==> src/rtl/sd_integ_bank.sv <==
module sd_integ_bank #(
  parameter int NCH  = 9,
  parameter int SRCW = 2,
  parameter int W    = 28,
  parameter int SSW  = 8,
  parameter int SELW = 4
) (
  input  logic                clk,
  input  logic                rst_n,
  input  logic [(1<<SRCW)-1:0] mod_clk,
  input  logic [NCH-1:0]      mod_dat,
  input  logic [NCH*SRCW-1:0] cfg_src,
  input  logic [NCH-1:0]      cfg_inv,
  input  logic [NCH*2-1:0]    cfg_stage,
  input  logic [NCH*SSW-1:0]  cfg_size,
  input  logic [SELW-1:0]     ch_sel,
  input  logic                reinit,
  input  logic                ch_en,
  input  logic                flag_clr,
  output logic [W-1:0]        rd_data,
  output logic                rd_flag
);
  localparam int NSRC = 1 << SRCW;
  localparam logic [SSW:0] FULL = (SSW+1)'(1) << SSW;

  logic [NSRC-1:0] ck1, ck2, ck3;
  logic [NCH-1:0]  dt1, dt2;
  logic [SELW-1:0] sel_q;
  logic [NCH-1:0]  flag, cap;
  logic [W-1:0]    shd [NCH];

  always_ff @(posedge clk or negedge rst_n)
    if (!rst_n) begin
      ck1 <= '0; ck2 <= '0; ck3 <= '0;
      dt1 <= '0; dt2 <= '0;
      sel_q <= '0;
    end else begin
      ck1 <= mod_clk; ck2 <= ck1; ck3 <= ck2;
      dt1 <= mod_dat; dt2 <= dt1;
      sel_q <= ch_sel;
    end

  for (genvar k = 0; k < NCH; k++) begin : g_ch
    logic [SRCW-1:0] src;
    logic            lvl, prv, smp, kill, hit;
    logic [SSW:0]    cnt, nxt, tgt;
    logic [W-1:0]    i1, i2, i3, n1, n2, n3, pick;

    assign src  = cfg_src[k*SRCW +: SRCW];
    assign lvl  = ck2[src];
    assign prv  = ck3[src];
    assign smp  = ch_en && (cfg_inv[k] ? (prv && !lvl) : (lvl && !prv));
    assign kill = reinit && (sel_q == SELW'(k));
    assign tgt  = (cfg_size[k*SSW +: SSW] == '0) ? FULL : {1'b0, cfg_size[k*SSW +: SSW]};
    assign nxt  = cnt + 1'b1;
    assign hit  = smp && (nxt == tgt);
    assign cap[k] = hit && !kill;

    assign n1 = i1 + {{(W-1){1'b0}}, dt2[k]};
    assign n2 = i2 + i1;
    assign n3 = i3 + i2;

    always_comb
      case (cfg_stage[k*2 +: 2])
        2'd0:    pick = n1;
        2'd1:    pick = n2;
        default: pick = n3;
      endcase

    always_ff @(posedge clk or negedge rst_n)
      if (!rst_n) begin
        i1 <= '0; i2 <= '0; i3 <= '0; cnt <= '0;
        shd[k] <= '0; flag[k] <= 1'b0;
      end else if (kill) begin
        i1 <= '0; i2 <= '0; i3 <= '0; cnt <= '0;
        shd[k] <= '0; flag[k] <= 1'b0;
      end else begin
        if (smp) begin
          i1  <= n1;
          i2  <= n2;
          i3  <= n3;
          cnt <= hit ? '0 : nxt;
        end
        if (hit) begin
          shd[k]  <= pick;
          flag[k] <= 1'b1;
        end else if (flag_clr && sel_q == SELW'(k)) begin
          flag[k] <= 1'b0;
        end
      end
  end

  assign rd_flag = (sel_q < SELW'(NCH)) ? flag[sel_q] : 1'b0;
  assign rd_data = (sel_q < SELW'(NCH)) ? shd[sel_q] : '0;
endmodule


==> config.mk <==
export PLATFORM = sky130hd
export DESIGN_NAME = sd_integ_bank
export DESIGN_NICKNAME = d
export VERILOG_FILES = /design/src/rtl/sd_integ_bank.sv
export SDC_FILE = /design/constraint.sdc
export NUM_CORES = 2
export LEC_CHECK = 0
export ABC_AREA = 1
export ABC_CLOCK_PERIOD_IN_PS = 2000
export BUFFER_PORTS_ARGS = -buffer_cell sky130_fd_sc_hd__clkbuf_2
export CORE_MARGIN = 3
export CORE_UTILIZATION = 50
export DETAILED_ROUTE_END_ITERATION = 6
export GPL_TIMING_DRIVEN = 0
export PLACE_DENSITY = 0.68
export RECOVER_POWER = 50
export SYNTH_ARGS = -nofsm -noshare
export SYNTH_HDL_FRONTEND = slang
export SYNTH_SLANG_ARGS = --single-unit
==> constraint.sdc <==
create_clock -name clk -period 2 [get_ports clk]
set_input_delay 0.3 -clock clk [delete_from_list [all_inputs] [get_ports clk]]
set_output_delay 0.3 -clock clk [all_outputs]
set_load 0.01 [all_outputs]
==> flow_summary_export.csv <==
group,metric,value,unit
run_status,status,"complete, but fails checks",
run_status,violations,"design-rule violations, negative hold slack, negative setup slack",
placement,globalplace.congestion,1.06,
run,cap_violations,0,
detailed_routing,routedWlPerCell,22.0,µm
power_and_ir_drop,p_per_area,1290,mW/mm²
detailed_routing,viasPerCell,5.70,
placement,dp_slack,-1.92,ns
setup_path,cp.depth,9,
global_route,gr-max-usage-layer,"met2",
synthesis,syn-num-nets,14800,
synthesis,netlist_instances,14100,
synthesis,synth-edff-count,0,
synthesis,synth_cell_types,56,
setup_path,reg2reg_from,"sel_q[1]$_DFF_PN0_",
clocking,clk_path_buf_depth,3,
clocking,cts.sinks,1132,
detailed_routing,drt_iter0_drc,10800,
clocking,cts_tree,"done",
setup_path,cp_cell_sequence,"buf_8 -> nor2_4 -> clkbuf_16 -> clkbuf_16 -> nand2_2 -> o2111ai_4 -> nand2_2 -> o211ai_1 -> buf_2",
sta,setup_viol,1482,
setup_path,setup.worst_path.start,"sel_q[1]$_DFF_PN0_",
global_route,grtUsageMet3,0.0650,
detailed_routing,first_pass_iters,7,
setup_path,required,1.70,ns
die,die_x,434,µm
sta,finalHoldWorstSlack,-0.203,ns
setup_path,cp_data_arrival_time,3.08,ns
die,die_area,0.188,mm²
synthesis,synth.yosys.seq_area_share,0.309,
synthesis,synthesis.area,0.0916,mm²
detailed_routing,via_count,97900,
global_route,grt_pass1_wl,553000,µm
setup_path,cp-end-kind,"output pin",
die,start_util,0.505,
power_and_ir_drop,p_leak,55.8,nW
detailed_routing,drt-total-wl,377000,µm
placement,io_buffers,160,
sta,period_minus_slack,3.38,ns
sta,finalCritPeriodShare,1.69,
placement,dpl_cell_area,0.0958,mm²
clocking,clk_latency,0.84,ns
final_layout,nets,15400,
synthesis,synthArstFlopShare,1.00,
sta,maxSlewViolCount,0,
hold_path,worstHoldPathType,"input port to asynchronous set/reset pin",
placement,dp.final_hpwl,301000,µm
clocking,h-tree-depth,4,
setup_path,crit_family,"buffers and inverters",
synthesis,synth_ff_type,"dfrtp_1",
setup_path,path_buf_inv,4,
power_and_ir_drop,vdd_drop_max,0.00119,V
placement,dp.cells,16700,
sta,worst_pin_slew,1.34,ns
setup_path,crit_fanout,5,
detailed_routing,drc,5,
sta,fmax,296,MHz
global_route,track_usage,0.387,
die,dieHeight,434,µm
sta,final_hold_viol_count,84,
global_route,use_met2,0.590,
global_route,grt_pass1_vias,89800,
synthesis,ys_seq_elements,1132,
sta,relSlewSlack,0.109,
global_route,grt_max_degree,111,
sta,finClkSkew,0.0332,ns
synthesis,avgSynthCellArea,6.48,µm²
setup_path,slowest_delay,0.48,ns
sta,fin_setup_tns,-699.42,ns
die,core-area,0.182,mm²
global_route,met1_usage,0.526,
clocking,cts_buffers,143,
sta,rsz0062_at_grt,"yes",
power_and_ir_drop,power.total,138,mW
setup_path,worst_path_max_delay_cell,"dfrtp_2",
global_route,overflow,0,
clocking,clk_pin_slew_worst_paths,0.06,ns
global_route,antenna_found_initial,15,
die,io_pins,168,
final_layout,final_area,0.107,mm²
clocking,cts_root_buffer,"clkbuf_16",
setup_path,reg2reg_depth,8,
synthesis,yosys_warnings,0,
final_layout,layout-drive-gt1-share,0.0981,
final_layout,fillers,17800,
final_layout,stdcell_count,17200,
detailed_routing,detail-route-antenna-nets,0,
setup_path,path_class,"flip-flop to output pin",
setup_path,start_kind,"flip-flop",
final_layout,area_growth,16.7,%
clocking,holdBufCountCts,21,
sta,fin_ws,-1.38,ns
die,rows,156,
## area by class of cell
cell class | instances | area [µm²] | share of cell area
timing repair buffer | 392 | 3460 | 0.0323
buffer | 301 | 2330 | 0.0218
clock inverter | 74 | 1150 | 0.0108
clock buffer | 188 | 3970 | 0.0371
tap | 2370 | 2970 | 0.0277
multi-input combinational | 10800 | 57400 | 0.537
inverter | 1906 | 7250 | 0.0678
antenna | 9 | 22.5 | 0.000211
sequential | 1132 | 28400 | 0.265
## state kept, by name, summed over array words and instances, names as in the netlist
register  cells
flag          9
dt2           9
ck2           4
ck1           4
ck3           4
dt1           9
sel_q         4
g_ch.cnt     81
shd         252
g_ch.i2     252
g_ch.i1     252
g_ch.i3     252
## routing by layer
metal	vias to the layer above	wire, µm
met1	45500	158000
li1	47100	-
met4	8	23600
met2	4338	163000
met5	-	39
met3	902	32600
## Yosys cell counts, types with 61 or more instances
cell type / count / share of area
a22o_1: 214 / 0.020
nand3_1: 1189 / 0.065
nand2_1: 5131 / 0.21
xnor2_1: 120 / 0.011
buf_2: 96 / 0.0052
nor2_1: 1041 / 0.043
a21oi_1: 450 / 0.025
inv_1: 1848 / 0.076
nor3_1: 193 / 0.011
a22oi_1: 61 / 0.0050
o21ai_1: 119 / 0.0065
o22ai_1: 201 / 0.014
ha_1: 513 / 0.070
nand4_1: 329 / 0.022
dfrtp_1: 1132 / 0.31
clkbuf_1: 174 / 0.0071
xor2_1: 268 / 0.026
a21o_1: 71 / 0.0058
o21ai_0: 519 / 0.028
## worst register-to-register path, stage by stage (launching register included)
cell	delay [ns]
dfrtp_2	0.48
buf_8	0.18
nor2_4	0.27
buf_4	0.17
nand3_2	0.27
nand2_1	0.53
inv_2	0.13
clkbuf_1	0.41
a32o_1	0.36
## per-stage QoR
step	hold WS, ns	util
after floorplan	0.00441	-
after global placement	0.332	0.526
after detailed placement	0.336	0.528
after CTS	-0.434	0.569
after global routing	-0.114	0.589
final	-0.203	0.589
## cells by family (layout without fill, tap and decap cells)
logic type                 after synthesis  count (layout)  synth area share
buffers and inverters                 2209            2861            0.0928
and+or+nand+nor                       8081            8081             0.367
DFF                                   1132            1132             0.309
xor gates and xnor gates               390             390            0.0376
other                                    0               9                 0
adders and majority gates              531             531            0.0740
AOI/OAI and AO/OA                     1806            1806             0.120
## timing repair
item	in CTS	in global routing
pin swaps	80	135
cloned	6	14
setup buffers	46	137
gates resized for setup	441	740
setup endpoints to repair	1205	1261
hold endpoints to repair	106	84
## where the power goes
group	switching (mW)	internal, mW
clock	12.0	16.5
sequential	8.91	29.9
combinational	45.4	25.2
## final timing paths
check,to,slack (ns)
hold reg to reg,ck2[1]$_DFF_PN0_,0.35
min in group clk,flag[0]$_DFFE_PN0P_,0.04
hold / removal,g_ch[7].i3[9]$_DFFE_PN0P_,-0.20
setup / recovery,rd_data[3],-1.38
max in group asynchronous,g_ch[1].cnt[0]$_DFFE_PN0P_,-0.55
setup reg to reg,g_ch[0].i1[13]$_DFFE_PN0P_,-0.90
## layout by cell type (no fill, tap or decap), drive strengths merged, types with 15 or more instances in the layout
cell type    count
clkinvlp        15
xnor2          120
o211ai          15
inv           1913
nand3b          42
o21a            17
nand4          331
a221o           18
xor2           268
clkbuf         496
buf            362
o21bai          55
nor3           195
dlygate4sd3     21
a21oi          450
a21boi          21
bufinv          17
nand3         1201
ha             513
a21o            71
dfrtp         1132
or2             26
a22o           214
o22ai          201
clkinv          35
o21ai          638
nand2         5146
and2            42
nor2          1080
fa              18
a22oi           61
Note: power is estimated with default switching activity, not from simulation.
